`config.mk`:
```
export PLATFORM = sky130hd
export DESIGN_NAME = wb_resv_table
export DESIGN_NICKNAME = d
export VERILOG_FILES = /design/src/rtl/wb_resv_pkg.sv /design/src/rtl/wb_busy_shifter.sv /design/src/rtl/wb_slot_probe.sv /design/src/rtl/wb_reserve_decode.sv /design/src/rtl/wb_resv_table.sv
export SDC_FILE = /design/constraint.sdc
export NUM_CORES = 1
export LEC_CHECK = 0
export ABC_CLOCK_PERIOD_IN_PS = 1700
export BUFFER_PORTS_ARGS = -buffer_cell sky130_fd_sc_hd__buf_2
export CAP_MARGIN = 20
export CORE_MARGIN = 2
export CORE_UTILIZATION = 25
export CTS_CLUSTER_DIAMETER = 80
export CTS_CLUSTER_SIZE = 12
export DETAILED_ROUTE_END_ITERATION = 8
export PLACE_DENSITY = 0.42
export RECOVER_POWER = 100
export SKIP_CTS_REPAIR_TIMING = 1
export SLEW_MARGIN = 10
export SYNTH_ARGS = -nofsm -noshare
export SYNTH_HDL_FRONTEND = slang
export SYNTH_SLANG_ARGS = --single-unit
```
`constraint.sdc`:
```
create_clock -name clk -period 1.7 [get_ports clk]
set_input_delay 0 -clock clk [delete_from_list [all_inputs] [get_ports clk]]
set_output_delay 0 -clock clk [all_outputs]
set_load 0.005 [all_outputs]
```
`src/rtl/wb_resv_pkg.sv`:
```
// Shared helpers for the writeback reservation table.
// Assumes latencies are unsigned and that a latency of 0 is meaningless.
package wb_resv_pkg;

    // Width needed to index a selector over n candidates (at least 1 bit).
    function automatic int sel_width(input int n);
        return (n > 1) ? $clog2(n) : 1;
    endfunction

endpackage

```
`src/rtl/wb_busy_shifter.sv`:
```
// Busy vector register: shifts toward bit 0 each clock and ORs in new claims.
// Assumes set_mask is already aligned to the post-shift positions.
module wb_busy_shifter #(
    parameter int DEPTH = 32
) (
    input  logic             clk,
    input  logic             rst_n,
    input  logic [DEPTH-1:0] set_mask,
    output logic [DEPTH-1:0] busy
);

    // Advance time by one bus cycle and record any accepted claim.
    always_ff @(posedge clk) begin
        if (!rst_n) begin
            busy <= '0;
        end else begin
            busy <= {1'b0, busy[DEPTH-1:1]} | set_mask;
        end
    end

endmodule

```
`src/rtl/wb_slot_probe.sv`:
```
// Checks one candidate: is the bus free in the cycle it would write back?
// Assumes a latency of 0 or of DEPTH and above cannot be served.
module wb_slot_probe #(
    parameter int DEPTH = 32,
    parameter int LAT_W = 5
) (
    input  logic [DEPTH-1:0] busy,
    input  logic             valid,
    input  logic [LAT_W-1:0] lat,
    output logic             free
);

    // Select the busy bit at the completion slot; unmatched latencies stay refused.
    always_comb begin
        free = 1'b0;
        for (int k = 1; k < DEPTH; k++) begin
            if (lat == LAT_W'(k)) begin
                free = valid & ~busy[k];
            end
        end
    end

endmodule

```
`src/rtl/wb_reserve_decode.sv`:
```
// Turns an accepted, granted candidate into a one-hot claim at bit L-1.
// Assumes grant already excludes latencies outside 1..DEPTH-1.
module wb_reserve_decode #(
    parameter int DEPTH = 32,
    parameter int LAT_W = 5,
    parameter int NCAND = 2,
    parameter int SEL_W = 1
) (
    input  logic                   issue_accept,
    input  logic [SEL_W-1:0]       issue_sel,
    input  logic [NCAND-1:0]       grant,
    input  logic [NCAND*LAT_W-1:0] lat_flat,
    output logic [DEPTH-1:0]       set_mask
);

    logic             pick_ok;
    logic [LAT_W-1:0] pick_lat;

    // Pick the selected candidate's grant and latency.
    always_comb begin
        pick_ok  = 1'b0;
        pick_lat = '0;
        for (int c = 0; c < NCAND; c++) begin
            if (issue_sel == SEL_W'(c)) begin
                pick_ok  = grant[c];
                pick_lat = lat_flat[c*LAT_W +: LAT_W];
            end
        end
    end

    // One claim bit per post-shift slot, matched against the chosen latency.
    for (genvar k = 0; k < DEPTH - 1; k++) begin : g_claim
        assign set_mask[k] = issue_accept & pick_ok & (pick_lat == LAT_W'(k + 1));
    end
    assign set_mask[DEPTH-1] = 1'b0;

endmodule

```
`src/rtl/wb_resv_table.sv`:
```
// Top of the writeback reservation table: probes per candidate, decode, shifter.
// Assumes all candidates have fixed latencies known at issue.
module wb_resv_table #(
    parameter  int DEPTH = 32,
    parameter  int NCAND = 2,
    localparam int LAT_W = $clog2(DEPTH),
    localparam int SEL_W = wb_resv_pkg::sel_width(NCAND)
) (
    input  logic                   clk,
    input  logic                   rst_n,
    input  logic [NCAND-1:0]       cand_valid,
    input  logic [NCAND*LAT_W-1:0] cand_lat,
    input  logic                   issue_accept,
    input  logic [SEL_W-1:0]       issue_sel,
    output logic [NCAND-1:0]       cand_grant,
    output logic [DEPTH-1:0]       busy_vec
);

    logic [DEPTH-1:0] set_mask;

    for (genvar c = 0; c < NCAND; c++) begin : g_probe
        wb_slot_probe #(.DEPTH(DEPTH), .LAT_W(LAT_W)) u_probe (
            .busy  (busy_vec),
            .valid (cand_valid[c]),
            .lat   (cand_lat[c*LAT_W +: LAT_W]),
            .free  (cand_grant[c])
        );
    end

    wb_reserve_decode #(
        .DEPTH(DEPTH), .LAT_W(LAT_W), .NCAND(NCAND), .SEL_W(SEL_W)
    ) u_decode (
        .issue_accept (issue_accept),
        .issue_sel    (issue_sel),
        .grant        (cand_grant),
        .lat_flat     (cand_lat),
        .set_mask     (set_mask)
    );

    wb_busy_shifter #(.DEPTH(DEPTH)) u_shift (
        .clk      (clk),
        .rst_n    (rst_n),
        .set_mask (set_mask),
        .busy     (busy_vec)
    );

endmodule

```
# After elaboration in Yosys (flattened, before gate mapping)
# Index checks and enable logic that the tools add are counted.
# totals
regBits,32
inputBits,16
output_inout_bits,34
wordCells,284
# op_classes
n_eq_ne,93
n_mux,64
bitwise_logic,126
# op_table
op,n
"equality test 5 bit, second input constant",48
"equality test 5 x 4 -> 1 bit, second input constant",24
AND 1 bit,94
2-to-1 mux 1 bit,63
"equality test 5 x 3 -> 1 bit, second input constant",12
inverter 1 bit,31
OR 31 bit,1
"equality test 5 x 2 -> 1 bit, second input constant",6
"equality test 5 x 1 -> 1 bit, second input constant",3
2-to-1 mux 5 bit,1

# Longest topological paths before layout
# depth
ltp_word,37
depth_mapped,11
depth_no_buf,7

# Modules after synthesis
# From an unflattened synthesis, not the netlist that was laid out.
# unflattened
cells_unflattened,244
hier_area_um2,2153.3
# by_module_without_submodules
module,instances,cells_each,area_each_um2,seq_area_each_um2
wb_busy_shifter,1,67,914.6,640.6
wb_slot_probe,2,57,411.6,0.0
wb_reserve_decode,1,63,415.4,0.0

# Worst setup path after synthesis
# OpenSTA, ideal clock, no wires.
# synth_timing
path_type,flip-flop to flip-flop
startpoint,register u_shift.busy[8]
endpoint,register u_shift.busy[7]
setup_time_ns,0.076
arrival_ns,1.773
required_time_ns,1.624
slack_ns,-0.149
path_stages_with_launch,9
path_buffers,1
synth_period_minus_slack_ns,1.849
path_cell_list,dfxtp_1 nor2b_1 a2111oi_0 o311ai_1 a221o_1 nand4_2 buf_2 a31oi_1 o22ai_1
# synth_via
elab_chain_cells,30
word_cells_on_any_way,55
cone_classes,mux: 49; bitwise: 6
# synth_rtl
item,line_no,source
from (decl),wb_busy_shifter.sv:9,output logic [DEPTH-1:0] busy
from (signal assigned),wb_busy_shifter.sv:17,"busy <= {1'b0, busy[DEPTH-1:1]} | set_mask;"
inverter 1 bit,wb_slot_probe.sv:18,free = valid & ~busy[k];
AND 1 bit,wb_slot_probe.sv:18,
2-to-1 mux 1 bit (24 in a row),wb_slot_probe.sv:17,if (lat == LAT_W'(k)) begin
2-to-1 mux 1 bit,wb_reserve_decode.sv:24,if (issue_sel == SEL_W'(c)) begin
AND 1 bit (2 in a row),wb_reserve_decode.sv:33,assign set_mask[k] = issue_accept & pick_ok & (pick_lat == LAT_W'(k + 1));
OR 31 bit *,wb_busy_shifter.sv:17,
# Mark *: on every way between the ends. The rest lies on a longest branch, timed or not.
# A chain may end at the register's enable or synchronous reset.

# Final worst setup path
# layout_timing
startpoint,register u_shift.busy[12]
endpoint,register u_shift.busy[10]
# layout_via
elab_chain_cells,26
word_cells_on_any_way,47
cone_classes,mux: 41; bitwise: 6
# layout_rtl
item,line_no
inverter 1 bit *,wb_slot_probe.sv:18
AND 1 bit,wb_slot_probe.sv:18
2-to-1 mux 1 bit (20 in a row),wb_slot_probe.sv:17
2-to-1 mux 1 bit *,wb_reserve_decode.sv:24
AND 1 bit * (2 in a row),wb_reserve_decode.sv:33
OR 31 bit *,wb_busy_shifter.sv:17
# Marked as above.

==> results.json <==
{
  "cp.buffers_inverters": 3,
  "path_class": "reg -> reg",
  "finalCritPeriodShare_pct": 123,
  "synth_seq_area_share_pct": 24.6,
  "start_util_pct": 25.8,
  "rows": 36,
  "status": "complete, but fails checks",
  "drt-wirelength-per-cell_um": 20.5,
  "drt-pass1-iter-count": 5,
  "worstPathRequired_ns": 1.83,
  "worstPathArrival_ns": 2.22,
  "track_usage_pct": 21.7,
  "rsz0062_at_grt": "yes",
  "top_regs": "u_shift.busy (31)",
  "design.die.area_um2": 10900,
  "die_w_um": 104,
  "synth_area_leader_cell": "dfxtp_1",
  "die_h_um": 104,
  "io_pins": 50,
  "gp_congestion": 0.985,
  "min_path_type": "in -> reg",
  "cts.sinks": 31,
  "final-max-slew-violation-count": 0,
  "powerDensity_nw_per_um2": 513,
  "clkSlewWorstSetupHoldPaths_ns": 0.07,
  "layout-drive-gt1-share_pct": 48.3,
  "worstSetupEndpointType": "register",
  "relSlewSlack_pct": 62.8,
  "root_buffer": "clkbuf_8",
  "drt-initial-drc-count": 265,
  "cp_max_fo": 11,
  "layoutNonFillerInstCount": 601,
  "critical-path-max-stage-delay_ns": 0.41,
  "fin_nets": 483,
  "grt_first_pass_wirelength_um": 18700,
  "vdd_drop_max_mv": 0.346,
  "finalSetupViolCount": 33,
  "via_per_inst": 5.43,
  "ys_warn_count": 0,
  "syn_area_per_cell_um2": 7.67,
  "skew_ns": 0.00450,
  "yosysTopAreaCellShare_pct": 24.6,
  "coreArea_um2": 9770,
  "ys.flop_type": "dfxtp_1",
  "grt_max_degree": 32,
  "cp_top_family": "compound AO/OA/AOI/OAI gates",
  "dpl.hpwl_um": 9400,
  "worstMarginPinSlew_ns": 0.553,
  "syn-num-nets": 345,
  "cts_tree": "yes",
  "holdWs_ns": 0.0933,
  "totalWireLength_um": 12300,
  "cp_slowest_cell": "dfxtp_1",
  "synthTopCellsByArea": "dfxtp_1, o22ai_1, a31oi_1",
  "cp-start-kind": "register",
  "diodes": 0,
  "post-route-min-period_ns": 2.09,
  "cap_viol_max_count": 0,
  "clockBufferDepth": 2,
  "h-tree-depth": 2,
  "ant_nets": 0,
  "port_buffers": 48,
  "area.growth.synth_to_final_pct": 62.2,
  "p_leak_nw": 1.66,
  "hold_violations": 0,
  "syn_inst": 329,
  "overflow": 0,
  "antenna_found_initial": 0,
  "setup_slack_ns": -0.391,
  "dp_cells": 587,
  "max_freq_ghz": 0.478,
  "clk_latency_ns": 0.28,
  "crit_chain": "o22ai_1, a2111oi_1, buf_4, a221o_1, nand4_4, buf_4, buf_12, a31oi_1, o22ai_1",
  "drcViolationCount": 0,
  "async_flop_share_pct": 0,
  "grt_pass1_vias": 3193,
  "synth_cell_types": 62,
  "violations": "negative setup slack",
  "yosys_register_bits": 31,
  "vias": 3266,
  "synth_edf_count": 0,
  "regMostFlops": "u_shift.busy",
  "largest_register_ffs": 31,
  "synth_area_um2": 2520,
  "numCtsBuffers": 5
}
## routing by layer
layer  part of all wire (%)  track usage, %  up-vias
met2                     46            34.0      141
met3                    5.6            2.32       26
met1                     46            31.2     1567
li1                       -               -     1532
met4                    2.3            6.08        0
met5                      0               0        -
## tightest hold or removal path, cell delays in order
cell and delay (ns):
buf_2 0.18, nand2_1 0.08, o22ai_1 0.07
## worst paths after layout
check / from / slack (ns) / end / cells past startpoint
max: u_shift.busy[12] / -0.39 / u_shift.busy[10] / 9
min: rst_n / 0.09 / u_shift.busy[6] / 3
max reg2reg: u_shift.busy[12] / -0.39 / u_shift.busy[10] / 9
min reg2reg: u_shift.busy[4] / 0.61 / u_shift.busy[3] / 2
## cell usage in the layout (no fill, tap or decap), types with 2 or more instances in the layout
master	Yosys	final
o2111ai_2	0	2
o211ai_1	2	2
nand2b_1	12	12
buf_6	2	7
dfxtp_1	31	21
a31oi_1	31	29
nand3_1	5	5
a211o_1	3	3
and3_1	2	2
buf_12	0	5
o21a_1	3	3
clkbuf_1	11	5
o21ai_1	1	8
nor3b_1	2	2
buf_2	10	47
o21ai_2	3	2
o21bai_1	2	2
nor2_1	21	21
inv_1	9	9
a211oi_2	1	3
mux4_2	2	2
mux2i_1	13	12
and2_1	6	6
o22ai_2	0	19
dfxtp_2	0	8
o21ai_0	14	7
o22ai_1	34	15
a2111oi_1	0	2
buf_4	6	96
o31a_1	2	2
dfxtp_4	0	2
a31oi_2	1	3
a21oi_1	6	6
nor2b_1	12	10
nor3_1	4	3
clkbuf_8	0	7
nand3b_1	2	2
a2111oi_2	0	3
nand2_1	32	31
a211oi_1	5	3
## cells in the mapped netlist, drive strengths merged (3+ instances only)
cell / count
a2111oi: 5
a211o: 3
a211oi: 6
a21oi: 7
a31oi: 32
and2: 6
buf: 19
clkbuf: 12
dfxtp: 31
inv: 9
mux2i: 13
nand2: 32
nand2b: 12
nand3: 5
nor2: 21
nor2b: 12
nor3: 4
o21a: 3
o21ai: 18
o22ai: 34
## metrics by stage
| step | TNS (ns) | power (W) | cell area (µm²) | setup WS, ns | utilization, % |
|---|---|---|---|---|---|
| global placement | -10.63 | 0.00136 | 3660 | -0.471 | 37.5 |
| floorplan | -0.936 | 0.00109 | 2560 | -0.0374 | - |
| CTS | -10.65 | 0.00201 | 3760 | -0.556 | 38.5 |
| global route | -12.54 | 0.00218 | 4090 | -0.428 | 41.9 |
| detailed placement | -9.97 | 0.00135 | 3660 | -0.424 | 37.5 |
| finish | -11.06 | 0.00210 | 4090 | -0.391 | 41.9 |
## logic make-up after synthesis
| kind of cell | Yosys count | share of synthesized area, % |
|---|---|---|
| compound gates | 130 | 36.7 |
| simple gates | 111 | 23.3 |
| buf+inv | 40 | 7.99 |
| flops | 31 | 24.6 |
| mux | 15 | 6.94 |
| xor+xnor | 1 | 0.347 |
| other cells | 1 | 0.149 |
## area by class of cell
type / count / area (µm²)
Clock buffer: 7 / 96.3
Clock inverter: 1 / 7.51
Fill cell: 1029 / 5680
Inverter: 9 / 33.8
Multi-Input combinational cell: 258 / 1970
Sequential cell: 31 / 638
Tap cell: 133 / 166
Timing Repair Buffer: 162 / 1180
## power breakdown
part	switching (W)	total, W	internal, W
Combinational	0.000372	0.000684	0.000312
Clock	0.000307	0.000676	0.000369
Sequential	0.00000883	0.000738	0.000729
Total	0.000687	0.00210	0.00141
(Power assumes the default switching activity.)
